**src/rtl/dpwm_pkg.sv**
```systemverilog
package dpwm_pkg;
    typedef enum logic [1:0] {
        ST_IDLE  = 2'd0,
        ST_LEAD  = 2'd1,
        ST_TRAIL = 2'd2
    } pwm_state_e;
endpackage

```
**src/rtl/dpwm_counter.sv**
```systemverilog
module dpwm_counter #(
    parameter int CNT_W = 7
) (
    input  logic             clk,
    input  logic             rst_n,
    input  logic             clear_i,
    input  logic             adv_i,
    output logic [CNT_W-1:0] cnt_o,
    output logic             wrap_o,
    output logic             even_o
);
    localparam logic [CNT_W-1:0] CNT_TOP = {CNT_W{1'b1}};

    logic [CNT_W-1:0] cnt_q;
    logic             even_q;

    always_ff @(posedge clk) begin
        if (!rst_n) begin
            cnt_q  <= '0;
            even_q <= 1'b0;
        end else if (clear_i) begin
            cnt_q  <= '0;
            even_q <= 1'b0;
        end else if (adv_i) begin
            cnt_q <= cnt_q + 1'b1;
            if (cnt_q == CNT_TOP) begin
                even_q <= ~even_q;
            end
        end
    end

    assign cnt_o  = cnt_q;
    assign even_o = even_q;
    assign wrap_o = adv_i && !clear_i && (cnt_q == CNT_TOP);

    AST_CNT_CLEAR: assert property (@(posedge clk) disable iff (!rst_n)
        clear_i |=> (cnt_q == '0));
    AST_CNT_STEP: assert property (@(posedge clk) disable iff (!rst_n)
        (adv_i && !clear_i) |=> (cnt_q == CNT_W'($past(cnt_q) + 1'b1)));
    AST_CNT_HOLD: assert property (@(posedge clk) disable iff (!rst_n)
        (!adv_i && !clear_i) |=> $stable(cnt_q));
    AST_PARITY_FLIP: assert property (@(posedge clk) disable iff (!rst_n)
        wrap_o |=> (even_q != $past(even_q)));
endmodule

```
**src/rtl/dpwm_compare.sv**
```systemverilog
module dpwm_compare #(
    parameter int CNT_W = 7
) (
    input  logic             clk,
    input  logic             rst_n,
    input  logic             load_first_i,
    input  logic             load_wrap_i,
    input  logic             even_i,
    input  logic [CNT_W-1:0] duty_i,
    input  logic             dither_i,
    input  logic             adv_i,
    input  logic [CNT_W-1:0] cnt_i,
    output logic             match_o
);
    localparam int CMP_W = CNT_W + 1;
    localparam logic [CMP_W-1:0] PERIOD = CMP_W'(1) << CNT_W;

    logic [CMP_W-1:0] cmp_q;
    logic             stretch_next;

    // even_i is the parity of the period now ending; the next one is even when this is odd
    assign stretch_next = dither_i && !even_i;

    always_ff @(posedge clk) begin
        if (!rst_n) begin
            cmp_q <= '0;
        end else if (load_first_i) begin
            cmp_q <= {1'b0, duty_i};
        end else if (load_wrap_i) begin
            cmp_q <= {1'b0, duty_i} + CMP_W'(stretch_next);
        end
    end

    assign match_o = adv_i && ({1'b0, cnt_i} == cmp_q);

    AST_CMP_RANGE: assert property (@(posedge clk) disable iff (!rst_n)
        cmp_q <= PERIOD);
    AST_CMP_HOLD: assert property (@(posedge clk) disable iff (!rst_n)
        (!load_first_i && !load_wrap_i) |=> $stable(cmp_q));
    AST_FIRST_PLAIN: assert property (@(posedge clk) disable iff (!rst_n)
        load_first_i |=> (cmp_q[CNT_W] == 1'b0));
endmodule

```
**src/rtl/dpwm_fsm.sv**
```systemverilog
module dpwm_fsm
    import dpwm_pkg::*;
(
    input  logic clk,
    input  logic rst_n,
    input  logic run_i,
    input  logic match_i,
    input  logic wrap_i,
    input  logic idle_level_i,
    output logic start_o,
    output logic running_o,
    output logic level_o,
    output logic irq_o
);
    pwm_state_e state_q, state_d;
    logic       init_q;
    logic       irq_q;

    always_comb begin
        state_d = state_q;
        unique case (state_q)
            ST_IDLE: begin
                if (run_i) state_d = ST_LEAD;               // start
            end
            ST_LEAD: begin
                if (!run_i)       state_d = ST_IDLE;        // halt
                else if (wrap_i)  state_d = ST_LEAD;        // wrap
                else if (match_i) state_d = ST_TRAIL;       // match
            end
            ST_TRAIL: begin
                if (!run_i)      state_d = ST_IDLE;         // halt
                else if (wrap_i) state_d = ST_LEAD;         // wrap
            end
            default: state_d = ST_IDLE;
        endcase
    end

    always_ff @(posedge clk) begin
        if (!rst_n) state_q <= ST_IDLE;
        else        state_q <= state_d;
    end

    always_ff @(posedge clk) begin
        if (!rst_n) begin
            init_q <= 1'b0;
            irq_q  <= 1'b0;
        end else begin
            if (start_o) init_q <= idle_level_i;
            irq_q <= wrap_i;
        end
    end

    always_comb begin
        unique case (state_q)
            ST_LEAD:  level_o = init_q;
            ST_TRAIL: level_o = ~init_q;
            default:  level_o = idle_level_i;
        endcase
    end

    assign start_o   = (state_q == ST_IDLE) && run_i;
    assign running_o = (state_q != ST_IDLE);
    assign irq_o     = irq_q;

    AST_LEAD_HOLD: assert property (@(posedge clk) disable iff (!rst_n)
        (state_q == ST_LEAD && !match_i) |=> (state_q != ST_TRAIL));
    AST_WRAP_LEAD: assert property (@(posedge clk) disable iff (!rst_n)
        wrap_i |=> (state_q == ST_LEAD));
    AST_IRQ_PULSE: assert property (@(posedge clk) disable iff (!rst_n)
        irq_q |=> !irq_q);
    AST_START_LEAD: assert property (@(posedge clk) disable iff (!rst_n)
        start_o |=> (state_q == ST_LEAD));
    AST_HALT_IDLE: assert property (@(posedge clk) disable iff (!rst_n)
        !run_i |=> (state_q == ST_IDLE));
endmodule

```
**src/rtl/dpwm_gen.sv**
```systemverilog
module dpwm_gen #(
    parameter int CNT_W = 7
) (
    input  logic             clk,
    input  logic             rst_n,
    input  logic             tick_en,
    input  logic             run,
    input  logic [CNT_W-1:0] duty,
    input  logic             dither_en,
    input  logic             idle_level,
    input  logic             and_en,
    input  logic             peer_pulse,
    output logic             pwm_out,
    output logic             period_irq
);
    logic [CNT_W-1:0] cnt;
    logic             wrap, even, match;
    logic             start, running, level;
    logic             adv, clear;

    assign adv   = running && run && tick_en;
    assign clear = !(running && run);

    dpwm_counter #(.CNT_W(CNT_W)) u_cnt (
        .clk     (clk),
        .rst_n   (rst_n),
        .clear_i (clear),
        .adv_i   (adv),
        .cnt_o   (cnt),
        .wrap_o  (wrap),
        .even_o  (even)
    );

    dpwm_compare #(.CNT_W(CNT_W)) u_cmp (
        .clk          (clk),
        .rst_n        (rst_n),
        .load_first_i (start),
        .load_wrap_i  (wrap),
        .even_i       (even),
        .duty_i       (duty),
        .dither_i     (dither_en),
        .adv_i        (adv),
        .cnt_i        (cnt),
        .match_o      (match)
    );

    dpwm_fsm u_fsm (
        .clk          (clk),
        .rst_n        (rst_n),
        .run_i        (run),
        .match_i      (match),
        .wrap_i       (wrap),
        .idle_level_i (idle_level),
        .start_o      (start),
        .running_o    (running),
        .level_o      (level),
        .irq_o        (period_irq)
    );

    assign pwm_out = and_en ? (level & peer_pulse) : level;

    AST_STOP_LEVEL: assert property (@(posedge clk) disable iff (!rst_n)
        !run |=> (pwm_out == (and_en ? (idle_level & peer_pulse) : idle_level)));
    AST_AND_MASK: assert property (@(posedge clk) disable iff (!rst_n)
        (and_en && !peer_pulse) |-> !pwm_out);
endmodule

```
**config.mk**
```make
export PLATFORM = sky130hd
export DESIGN_NAME = dpwm_gen
export DESIGN_NICKNAME = d
export VERILOG_FILES = /design/src/rtl/dpwm_pkg.sv /design/src/rtl/dpwm_counter.sv /design/src/rtl/dpwm_compare.sv /design/src/rtl/dpwm_fsm.sv /design/src/rtl/dpwm_gen.sv
export SDC_FILE = /design/constraint.sdc
export NUM_CORES = 1
export LEC_CHECK = 0
export BUFFER_PORTS_ARGS = -buffer_cell sky130_fd_sc_hd__buf_4
export CAP_MARGIN = 20
export CORE_ASPECT_RATIO = 1.75
export CORE_UTILIZATION = 25
export DETAILED_ROUTE_END_ITERATION = 10
export SYNTH_ARGS = -nofsm -noshare
export SYNTH_HDL_FRONTEND = slang
export SYNTH_SLANG_ARGS = --single-unit
```
**constraint.sdc**
```tcl
create_clock -name clk -period 4.58 [get_ports clk]
set_clock_uncertainty 0.1 [all_clocks]
set_input_delay 0.916 -clock clk [delete_from_list [all_inputs] [get_ports clk]]
set_output_delay 0.916 -clock clk [all_outputs]
set_load 0.02 [all_outputs]
```
== Word-level counts from Yosys, hierarchy flattened ==
Index checks and enable logic that the tools add are counted.

* Add/subtract/negate cells: 2
* Eq/ne operators: 7
* Muxes and demuxes: 11
* Bitwise operators: 4
* Reduce and logical (&&, ||, !) cells: 15

{| class="wikitable"
|+ Operators by type and width
! cell !! count
|-
| 7-bit two-way mux || 2
|-
| 2-bit two-way mux || 6
|-
| 7-bit by 1-bit adder with 8-bit output || 1
|-
| 7-bit by 8-bit equality test with 1-bit output || 1
|-
| 7-bit by 1-bit adder with 7-bit output (second input constant) || 1
|-
| 7-bit equality test (second input constant) || 1
|-
| 1-bit logical AND || 7
|-
| 2-bit one-hot mux with 3 select lines || 1
|-
| 4-bit by 3-bit != test with 1-bit output (second input constant) || 1
|-
| 2-bit AND reduction || 2
|-
| 2-bit nonzero test || 2
|-
| 3-bit by 2-bit != test with 1-bit output (second input constant) || 1
|-
| 1-bit inverter || 3
|-
| 3-bit AND reduction || 1
|-
| 2-bit by 1-bit equality test with 1-bit output (second input constant) || 1
|-
| 2-bit equality test (second input constant) || 1
|-
| 2-bit logical NOT || 1
|-
| 2-bit != test (second input constant) || 1
|-
| 1-bit one-hot mux with 2 select lines || 1
|-
| 2-bit OR reduction || 1
|-
| 1-bit AND || 1
|-
| 1-bit logical NOT || 1
|-
| 1-bit two-way mux || 1
|}

* Flip-flop bits (word level): 20
* Input port bits: 15
* Output and inout bits: 2
* Logic and storage cells: 46

== Logic depth before layout (Yosys ltp) ==
Gate-level depths: netlist of run 1.

* Depth after elaboration: 8
* Mapped depth: 8
* Gate-level depth less buffers: 7

== By module ==
Synthesis of run 1 repeated with hierarchy kept, for this count alone.

* Cells, all modules: 139
* Area total of the unflattened synthesis: 1231.2 um2

{| class="wikitable"
|+ Modules (own cells, without submodules)
! module !! instances !! cells an instance !! area each (um2) !! sequential area each (um2)
|-
| dpwm_compare || 1 || 62 || 555.5 || 160.2
|-
| dpwm_counter || 1 || 39 || 357.8 || 160.2
|-
| dpwm_fsm || 1 || 34 || 296.5 || 80.1
|-
| dpwm_gen || 1 || 4 || 21.3 || 0.0
|}

== Least setup slack after synthesis of run 1 ==
Ideal clock, no wire load.

* Path type: input to register
* Start point: input run
* End point: register u_fsm.state_q[1]
* Setup time: 69 ps
* Arrival time: 2235 ps
* Data required time: 4411 ps
* Path slack: 2176 ps
* Cell stages on the path: 6
* Buffers on the path: 1
* Cells stage by stage: buf_4 and3b_2 nand3_1 or4_1 or4b_1 o21ai_1

* Cells in the longest elaborated chain, start to end: 7
* Elaborated cells on any way between the ends: 13
* Classes of those cells: eq/ne (3); mux (4); reduce/logical (6)

{| class="wikitable"
|+ RTL lines
! element !! RTL line !! RTL
|-
| start: declaration || dpwm_gen.sv:7 || <nowiki>input logic run,</nowiki>
|-
| 1-bit logical AND || dpwm_gen.sv:21, dpwm_gen.sv:22 ||
|-
| 1-bit logical AND || dpwm_gen.sv:21 || <nowiki>assign adv = running && run && tick_en;</nowiki>
|-
| 1-bit logical AND (2 in series) || dpwm_counter.sv:34 || <nowiki>assign wrap_o = adv_i && !clear_i && (cnt_q == CNT_TOP);</nowiki>
|-
| 2-bit two-way mux || dpwm_fsm.sv:27 || <nowiki>else if (wrap_i) state_d = ST_LEAD;</nowiki>
|-
| 2-bit two-way mux || dpwm_fsm.sv:26 || <nowiki>if (!run_i) state_d = ST_IDLE;</nowiki>
|-
| 2-bit one-hot mux with 3 select lines || dpwm_fsm.sv:21 || <nowiki>unique case (state_q)</nowiki>
|-
| end signal: assignment || dpwm_fsm.sv:40 || <nowiki>else state_q <= state_d;</nowiki>
|-
| end: declaration || dpwm_fsm.sv:15 || <nowiki>pwm_state_e state_q, state_d;</nowiki>
|}

Parallel ways exist; a longest one is shown, timed or not.
A chain may end at the register's enable or synchronous reset.

== Worst setup path in the final report of run 1 ==
* Start point: register u_fsm.state_q[0]
* End point: register u_fsm.state_q[1]

* Cells in the longest elaborated chain, start to end: 8
* Elaborated cells on any way between the ends: 16
* Classes of those cells: eq/ne (5); mux (3); reduce/logical (8)

{| class="wikitable"
|+ RTL lines
! element !! RTL line !! RTL
|-
| 2-bit nonzero test || dpwm_fsm.sv:62 || <nowiki>assign running_o = (state_q != ST_IDLE);</nowiki>
|-
| 1-bit logical AND || dpwm_gen.sv:21, dpwm_gen.sv:22 ||
|-
| 1-bit logical AND || dpwm_gen.sv:21 ||
|-
| 1-bit logical AND (2 in series) || dpwm_counter.sv:34 ||
|-
| 2-bit two-way mux || dpwm_fsm.sv:27 ||
|-
| 2-bit two-way mux || dpwm_fsm.sv:26 ||
|-
| 2-bit one-hot mux with 3 select lines || dpwm_fsm.sv:21 ||
|}

Parallel ways exist; a longest one is shown, timed or not.

==> flow_summary.ini, run 1 <==
[logic_synthesis]
synth_fa_ha_area_share_pct = 7.39
synth.area.mux_share_pct = 5.91
synth_simple_gate_area_share_pct = 27.8
synth_edf_count = 0
synth-seq-cells = 20
synth_top_family_by_area = simple AND/OR/NAND/NOR gates
synth_cells = 134
yosys-top-cells-area = dfxtp_1, xnor2_1, ha_1, mux2i_1, nand2_1
synth_largest_area_cell = dfxtp_1
yosys.area.top_type_share_pct = 33.8
synth_warnings = 0
ys.flop_type = dfxtp_1
ys_seq_area_share_pct = 33.8
yosysUniqueCellTypes = 35
synth_nets = 156
avgSynthCellArea_sq_um = 8.84
synth_compound_area_share_pct = 9.61
synth_xor_area_share_pct = 12.6
synth_area_sq_mm = 0.00118
async_flop_share_pct = 0

[cts]
cts_tree = done
cts.repair.resized = 0
hold_buffers = 0
numCtsBuffers = 3
clk_root_buffer_cell = clkbuf_8
h-tree-depth = 1
post_cts_buffers = 0
clk_path_buf_depth = 2
clkLatencyLatePin_ps = 250
cts.clk_slew.worst_paths_ps = 70
cts_sinks = 20

[floorplanning]
die_x_um = 54.0
ios = 17
initial_core_util_pct = 26.4
rows = 32
die_y_um = 93.1
die_area_sq_mm = 0.00503
coreArea_sq_mm = 0.00448

[timing]
slew_violations = 0
rsz0062_at_grt = no
slew_headroom_pct = 71.5
fin_crit_sh_pct = 57.1
finalSetupTns_ps = 0
hold_viol = 0
setup_viol = 0
fmax_mhz = 382
period_needed_ps = 2620
tightest_slew_ps = 427

[worst_setup_path]
cp_data_arrival_time_ps = 2710
critPathRequiredTime_ps = 4670
endpoint_kind = register
critPathLaunchType = register
path_max_fanout = 15
worst-setup-path-type = reg2reg

[drt]
wirelength_um = 2550
drt_iter0_markers = 15
firstDrtPassIters = 4
vias = 977
antenna_left = 0
wire_per_inst_um = 12.7
route.detailed.drc = 0
viasPerCell = 4.89

[job]
max_cap_viol_count = 0

[place]
hpwl_um = 1970
gp_congestion = 0.751
placed_area_sq_mm = 0.00135
io_buffers = 16

[cells_and_area]
fin_area_sq_mm = 0.00140
final_layout_size_suffix_gt1_share_pct = 15.4
mostFrequentLayoutCells = dfxtp_1, buf_4, xnor2_1, nand2_1, nor2_1
n_fill_cell = 497
diodes = 0
nets = 172
layout_commonest_cell = dfxtp_1
syn2layout_area_growth_pct = 18.2

[global_route]
antenna_found_initial = 0
grt_usage_pct = 11.9
overflow = 0
grt_pass1_vias = 935
grt_pass1_wl_um = 4400
grt_start_max_net_pins = 16

[hold_path]
min_path_type = reg2reg

[power_and_ir_drop]
power_density_mw_per_mm2 = 295
vdd_ir_drop_max_v = 0.0000971
leakage_nw = 0.591

[outcome]
status = completed
==> cells in the mapped netlist, types with 2 or more instances <==
| library cell | number |
|---|---|
| dfxtp_1 | 20 |
| xnor2_1 | 13 |
| nand2_1 | 12 |
| nor2_1 | 9 |
| and3_1 | 7 |
| ha_1 | 7 |
| mux2i_1 | 7 |
| nor2b_1 | 6 |
| o21ai_0 | 6 |
| nand3_1 | 5 |
| nand4_1 | 5 |
| xor2_1 | 4 |
| a21boi_0 | 3 |
| clkbuf_1 | 3 |
| inv_1 | 3 |
| and2_0 | 2 |
| nor3_1 | 2 |
| nor3b_1 | 2 |
| o211a_1 | 2 |
==> state kept, by name, summed over array words and instances (netlist names) <==
| register | flops |
|---|---|
| u_fsm.init_q | 1 |
| u_cnt.even_o | 1 |
| u_fsm.state_q | 2 |
| u_cmp.cmp_q | 8 |
| u_cnt.cnt_o | 7 |
| u_fsm.irq_o | 1 |
==> power by group <==
part | switching, mW | internal (mW)
sequential | 0.00848 | 0.183
combinational | 0.0432 | 0.0426
clock | 0.0586 | 0.0765
==> area by class of cell <==
class                   instances  area, sq um  share of cell area [%]
repair buffers                 16          120                    8.58
flip-flops and latches         20          400                    28.6
multi-input cells             106          749                    53.5
clock buffers                   4         55.1                    3.93
inverters                       3         11.3                   0.804
well taps                      51         63.8                    4.56
==> critical path: stages, from the launching register on <==
cell	delay, ps
dfxtp_1	400
inv_1	90
ha_1	290
and4b_4	370
nand4_2	360
a31o_1	360
or4b_1	510
o21ai_1	80
==> metal layers <==
layer	GRT usage (%)	share of wire (%)	up-vias
li1	-	-	494
met1	13.5	40	466
met2	20.4	55	13
met3	1.46	2.6	4
met4	6.41	2.1	0
met5	0	0	-
==> worst paths after layout <==
path                                    to                           from  cells after the start  slack [ps]
min reg2reg      u_fsm.init_q$_SDFFE_PN0P_      u_fsm.init_q$_SDFFE_PN0P_                      2         380
max reg2reg  u_fsm.state_q[1]$_SDFFE_PN0P_  u_fsm.state_q[0]$_SDFFE_PN0P_                      7        1960
max          u_fsm.state_q[1]$_SDFFE_PN0P_  u_fsm.state_q[0]$_SDFFE_PN0P_                      7        1960
min              u_fsm.init_q$_SDFFE_PN0P_      u_fsm.init_q$_SDFFE_PN0P_                      2         380
==> metrics by stage <==
stage	setup slack [ps]	std cells	power (mW)	hold slack, ps	util (%)
finish	1960	200	0.413	380	31.2
global route	1830	200	0.438	420	31.2
CTS	2000	200	0.419	387	31.2
detailed placement	1800	196	0.282	376	30.0
global placement	1840	196	0.281	367	30.0
floorplan	2180	134	0.254	357	-
==> cells by family (layout without fill, tap and decap cells) <==
family / after synthesis / in the layout
compound gates: 17 / 17
mux: 7 / 7
buf+inv: 8 / 23
simple gates: 58 / 58
xor+xnor: 17 / 17
flops: 20 / 20
fa+ha+maj: 7 / 7
Power figures use the tool's default switching activity.
==> run 2, diff against run 1 <==
--- a/config.mk
+++ b/config.mk
@@ -5,6 +5,7 @@
 export SDC_FILE = /design/constraint.sdc
 export NUM_CORES = 1
 export LEC_CHECK = 0
+export ABC_AREA = 1
 export BUFFER_PORTS_ARGS = -buffer_cell sky130_fd_sc_hd__buf_4
 export CAP_MARGIN = 20
 export CORE_ASPECT_RATIO = 1.75
==> constraint.sdc (replaced) <==
create_clock -name clk -period 2.3 [get_ports clk]
set_clock_uncertainty 0.1 [all_clocks]
set_input_delay 0.46 -clock clk [delete_from_list [all_inputs] [get_ports clk]]
set_output_delay 0.46 -clock clk [all_outputs]
set_load 0.02 [all_outputs]
==> run 2 against run 1 <==
The flow now finishes with violations (design-rule violations). Register-to-register slack worse by 1500 ps. Synthesized cell count up 32%. Critical path depth fell by 3. Wire length is 2.7% higher. Die area grew 7.3%. Largest power group is now combinational logic.
==> flow_summary.ini, run 2 <==
[outcome]
status = complete, but fails checks
failed_checks = design-rule violations

[worst_setup_path]
critPathLaunchType = register
crit_chain = inv_1 > ha_1 > a221oi_1 > buf_4
critPathMaxStageDelay_ps = 380
crit_slowest_cell = dfxtp_1
endpoint_kind = primary output
path_delay_family = flip-flops
critPathRequiredTime_ps = 1740
crit-reg2reg-launch = u_fsm.state_q[0]$_SDFFE_PN0P_
critPathBufInv = 2
cp_data_arrival_time_ps = 1460
worst-setup-path-type = reg2out
path_max_fanout = 4
critPathLaunch = u_fsm.state_q[0]$_SDFFE_PN0P_

[logic_synthesis]
async_flop_share_pct = 0
yosys-top-cells-area = dfxtp_1, nand2_1, inv_1, ha_1, nor2_1
synthTopCellsByCount = nand2_1, inv_1, dfxtp_1
synth-seq-cells = 20
synth_simple_gate_area_share_pct = 30.7
synth.area.mux_share_pct = 0.786
synth_nets = 199
yosysUniqueCellTypes = 29
ys.flop_type = dfxtp_1
synth_fa_ha_area_share_pct = 6.88
avgSynthCellArea_sq_um = 7.20
synth_edf_count = 0
synth_warnings = 0
synth_compound_area_share_pct = 14.8
ys_seq_area_share_pct = 31.4
yosysMostFrequentCell = nand2_1
synth_area_sq_mm = 0.00127
synth_largest_area_cell = dfxtp_1
synth_top_family_by_area = simple AND/OR/NAND/NOR gates
synth_cells = 177
synth_xor_area_share_pct = 4.81
yosys.area.top_type_share_pct = 31.4

[timing]
slew_headroom_pct = 77.5
rsz0062_at_grt = no
period_needed_ps = 2020
slew_violations = 0
hold_viol = 0
tightest_slew_ps = 336
setup_viol = 0
fin_crit_sh_pct = 88.0
finalSetupTns_ps = 0
fmax_mhz = 494

[cells_and_area]
syn2layout_area_growth_pct = 16.0
diodes = 0
post-route-util_pct = 29.9
nets = 218
regMostFlops = u_cmp.cmp_q
n_fill_cell = 543
mostFrequentLayoutCells = nand2_1, inv_1, dfxtp_1, nor2_1, buf_4
final_layout_size_suffix_gt1_share_pct = 17.5
layout_commonest_cell = nand2_1
largest_register_ffs = 8

[cts]
hold_buffers = 0
cts_sinks = 20
h-tree-depth = 1
post_cts_buffers = 0
clk_path_buf_depth = 2
cts.clk_slew.worst_paths_ps = 70
numCtsBuffers = 3
clk_root_buffer_cell = clkbuf_8
cts.repair.resized = 0
clkLatencyLatePin_ps = 250
cts_tree = done

[drt]
firstDrtPassIters = 7
vias = 1126
drt_iter0_markers = 26
viasPerCell = 4.54
wire_per_inst_um = 10.5
wirelength_um = 2610
antenna_left = 0
route.detailed.drc = 1

[floorplanning]
die_x_um = 56.0
die_y_um = 96.4
rows = 34
ios = 17
initial_core_util_pct = 25.8
coreArea_sq_mm = 0.00493
die_area_sq_mm = 0.00540

[power_and_ir_drop]
power_density_mw_per_mm2 = 775
leakage_nw = 0.678
vdd_ir_drop_max_v = 0.000306

[place]
hpwl_um = 2180
io_buffers = 16
gp_congestion = 0.815

[hold_path]
min_path_type = in2reg
hold_start = idle_level

[global_route]
antenna_found_initial = 0
grt_usage_pct = 10.5
grt_pass1_vias = 1044
grt_pass1_wl_um = 4470
overflow = 0
grt_start_max_net_pins = 15

[job]
max_cap_viol_count = 0
[run 2: cell types whose count changed in the layout (fill, tap and decap cells not counted), moves of 8 or more]
cell	change
xnor2_1	-13
a21oi_1	+9
nor2_1	+8
nand2_1	+23
inv_1	+24
[run 2: area by class of cell]
type                    count  area, sq um  area share [%]
inverters                  29          109            7.37
repair buffers             16          120            8.13
flip-flops and latches     20          400            27.1
multi-input cells         126          739            50.0
well taps                  54         67.6            4.57
clock buffers               3         41.3            2.79
[run 2: power breakdown]
group	leakage (nW)	total (mW)	internal [mW]	switching [mW]
clock network	0.0216	0.226	0.116	0.110
logic	0.493	0.469	0.185	0.284
registers	0.163	0.450	0.405	0.0456
total	0.678	1.15	0.706	0.439
[run 2: final timing paths]
path              slack (ps)                            end  depth (start not counted)
setup / recovery         280                        pwm_out                          4
hold / removal           380      u_fsm.init_q$_SDFFE_PN0P_                          3
setup reg to reg         490  u_fsm.state_q[0]$_SDFFE_PN0P_                         12
hold reg to reg          410      u_fsm.init_q$_SDFFE_PN0P_                          2
[run 2: cell families (layout without fill, tap and decap cells)]
| group | count (synthesis) | after routing |
|---|---|---|
| AOI/OAI and AO/OA | 30 | 30 |
| xor gates and xnor gates | 7 | 7 |
| adders and majority gates | 7 | 7 |
| buffers and inverters | 31 | 48 |
| DFF | 20 | 20 |
| muxes | 1 | 1 |
| and+or+nand+nor | 81 | 81 |
[run 2: routing by layer]
| layer | routed length [um] | track usage, % | up-vias |
|---|---|---|---|
| li1 | - | - | 599 |
| met1 | 1010 | 10.5 | 515 |
| met2 | 1510 | 21.0 | 10 |
| met3 | 34 | 1.46 | 2 |
| met4 | 53 | 5.28 | 0 |
| met5 | 0 | 0 | - |
[run 2: per-stage QoR]
stage | instances | area (sq um) | hold slack [ps] | setup slack [ps] | power, mW
2_1_floorplan | 177 | 1270 | 373 | 411 | 0.837
3_3_place_gp | 245 | 1440 | 398 | 482 | 0.927
3_5_place_dp | 245 | 1440 | 403 | 477 | 0.932
4_1_cts | 248 | 1480 | 382 | 256 | 1.16
5_1_grt | 248 | 1480 | 391 | 165 | 1.24
6_report | 248 | 1480 | 379 | 275 | 1.15
[run 2: worst reg2reg max path: stages (launching register included)]
cell and delay [ps]:
dfxtp_1 380, inv_1 80, ha_1 240, inv_1 160
nand3_4 120, inv_2 110, nand2_1 60, nor2_1 100
nand3_1 110, nand2_2 100, nand3_1 70, nand2_1 60
nor2_1 40
==> run 3, diff against run 2 <==
--- a/config.mk
+++ b/config.mk
@@ -5,7 +5,6 @@
 export SDC_FILE = /design/constraint.sdc
 export NUM_CORES = 1
 export LEC_CHECK = 0
-export ABC_AREA = 1
 export BUFFER_PORTS_ARGS = -buffer_cell sky130_fd_sc_hd__buf_4
 export CAP_MARGIN = 20
 export CORE_ASPECT_RATIO = 1.75
==> constraint.sdc (replaced) <==
create_clock -name clk -period 2.2 [get_ports clk]
set_clock_uncertainty 0.1 [all_clocks]
set_input_delay 0.44 -clock clk [delete_from_list [all_inputs] [get_ports clk]]
set_output_delay 0.44 -clock clk [all_outputs]
set_load 0.02 [all_outputs]
==> run 3 against run 2 <==
The run now ends clean. Largest cell class unchanged. Highest routed layer unchanged. Critical endpoint is now u_fsm.state_q[1]$_SDFFE_PN0P_. Largest power group is now sequential cells. Non-clock buffer count increased by 7. Clock power is 24% higher. Via count shrank 9.0%. Critical path depth grew 3.
==> flow_summary.ini, run 3 (same netlist as run 1, synthesis figures left out) <==
[timing]
setup_viol = 0
period_needed_ps = 2080
slew_headroom_pct = 76.6
rsz0062_at_grt = no
tightest_slew_ps = 351
hold_viol = 0
fin_ws_ps = 125
finalSetupTns_ps = 0
fin_crit_sh_pct = 94.3
slew_violations = 0
fmax_mhz = 482

[cts]
clkLatencyLatePin_ps = 260
clk_path_buf_depth = 2
cts.clk_slew.worst_paths_ps = 70
cts_sinks = 20
numCtsBuffers = 3
clk_root_buffer_cell = clkbuf_8
cts_tree = done
h-tree-depth = 1

[power_and_ir_drop]
vdd_ir_drop_max_v = 0.000380
leakage_nw = 0.628
power_density_mw_per_mm2 = 602

[worst_setup_path]
critPathMaxStageDelay_ps = 470
worst-setup-path-type = reg2reg
reg2reg_to = u_fsm.state_q[1]$_SDFFE_PN0P_
critPathLaunchType = register
critPathLaunch = u_fsm.state_q[0]$_SDFFE_PN0P_
endpoint_kind = register
critPathRequiredTime_ps = 2300
cp_data_arrival_time_ps = 2170
rrSetupSlack_ps = 120
path_max_fanout = 4
critPathCapture = u_fsm.state_q[1]$_SDFFE_PN0P_
r2r_cells = 7
crit_slowest_cell = or4b_1
crit-reg2reg-launch = u_fsm.state_q[0]$_SDFFE_PN0P_
crit_chain = inv_1 > ha_1 > and3b_2 > nand3_1 > or4_4 > or4b_1 > o21ai_1

[global_route]
grt_start_max_net_pins = 15
grt_pass1_vias = 1042
grt_pass1_wl_um = 4580
antenna_found_initial = 0
overflow = 0
grt_usage_pct = 12.6

[floorplanning]
die_x_um = 54.0
coreArea_sq_mm = 0.00448
initial_core_util_pct = 26.4
rows = 32
ios = 17
die_y_um = 93.1
die_area_sq_mm = 0.00503

[place]
dp.cells = 202
dp_slack_ps = 150
gp_congestion = 0.824
hpwl_um = 2060
placed_area_sq_mm = 0.00139
io_buffers = 16

[cells_and_area]
largest_register_ffs = 8
layout_commonest_cell = buf_4
regArea_sq_um = 400
fin_area_sq_mm = 0.00146
fin_cells = 207
multiInputGateArea_sq_um = 753
regMostFlops = u_cmp.cmp_q
mostFrequentLayoutCells = buf_4, dfxtp_1, xnor2_1, nand2_1, nor2_1
final_layout_size_suffix_gt1_share_pct = 19.9
syn2layout_area_growth_pct = 22.9
post-route-util_pct = 32.5
nets = 179
n_fill_cell = 475
diodes = 0

[drt]
viasPerCell = 4.95
vias = 1025
wirelength_um = 2630
route.detailed.drc = 0
antenna_left = 0
wire_per_inst_um = 12.7
drt_iter0_markers = 14
firstDrtPassIters = 4

[hold_path]
hold_start = duty[0]
worstHoldPathCells = 2
min_path_type = in2reg

[job]
max_cap_viol_count = 0

[outcome]
status = completed
run 3: cell count changes in the layout (fill, tap and decap cells not counted), sizes merged, moves of 7 or more:
cell and delta:
a21oi -13, nor2 -10, xnor2 +13, buf +7
inv -26, nand2 -28, nand3 -8, and3 +7
run 3: power breakdown:
group          internal [mW]  total, mW  switching, mW  leakage [nW]
Sequential             0.382      0.396         0.0142         0.163
Combinational          0.104      0.200         0.0963         0.436
Clock                  0.159      0.281          0.121        0.0288
Total                  0.645      0.877          0.232         0.628
run 3: how the worst min path moves through the flow:
| stage | slack (ps) | end |
|---|---|---|
| 3_5_place_dp | 370 | u_fsm.init_q$_SDFFE_PN0P_ |
| 5_1_grt | 330 | u_cmp.cmp_q[0]$_SDFFE_PN0P_ |
| 3_3_place_gp | 370 | u_fsm.init_q$_SDFFE_PN0P_ |
| 4_1_cts | 330 | u_cmp.cmp_q[0]$_SDFFE_PN0P_ |
| 2_1_floorplan | 360 | u_fsm.init_q$_SDFFE_PN0P_ |
| 6_report | 330 | u_cmp.cmp_q[0]$_SDFFE_PN0P_ |
run 3: repair_timing:
item	in CTS	in global routing
setup endpoints to repair	0	1
setup buffers	0	1
gates resized for setup	0	1
hold buffers	0	0
run 3: metal layers:
metal  up-vias  wire length (um)  track usage [%]  share of wire [%]
met3        13                63             1.63                2.4
met1       480               969             12.9                 37
li1        510                 -                -                  -
met2        22              1450             21.6                 55
met4         0               152             10.0                5.8
met5         -                 0                0                  0
run 3: critical path: cells and delay by family (launching register included):
kind | cells | cell delay, ps
buffers and inverters | 1 | 60
adder cells (fa/ha/maj) | 1 | 220
flip-flops | 1 | 330
AND/OR/NAND/NOR | 4 | 1240
AO/OA/AOI/OAI | 1 | 80
run 3: through the flow:
| stage | power (mW) | hold slack, ps |
|---|---|---|
| finish | 0.877 | 330 |
| detailed placement | 0.604 | 373 |
| global route | 0.930 | 333 |
| floorplan | 0.529 | 357 |
| CTS | 0.890 | 326 |
| global placement | 0.603 | 367 |
run 3: layout make-up:
type                    instances  share of cell area (%)
well taps                      51                    4.38
inverters                       3                   0.773
repair buffers                 23                    11.9
multi-input cells             106                    51.7
clock buffers                   4                    3.78
flip-flops and latches         20                    27.5
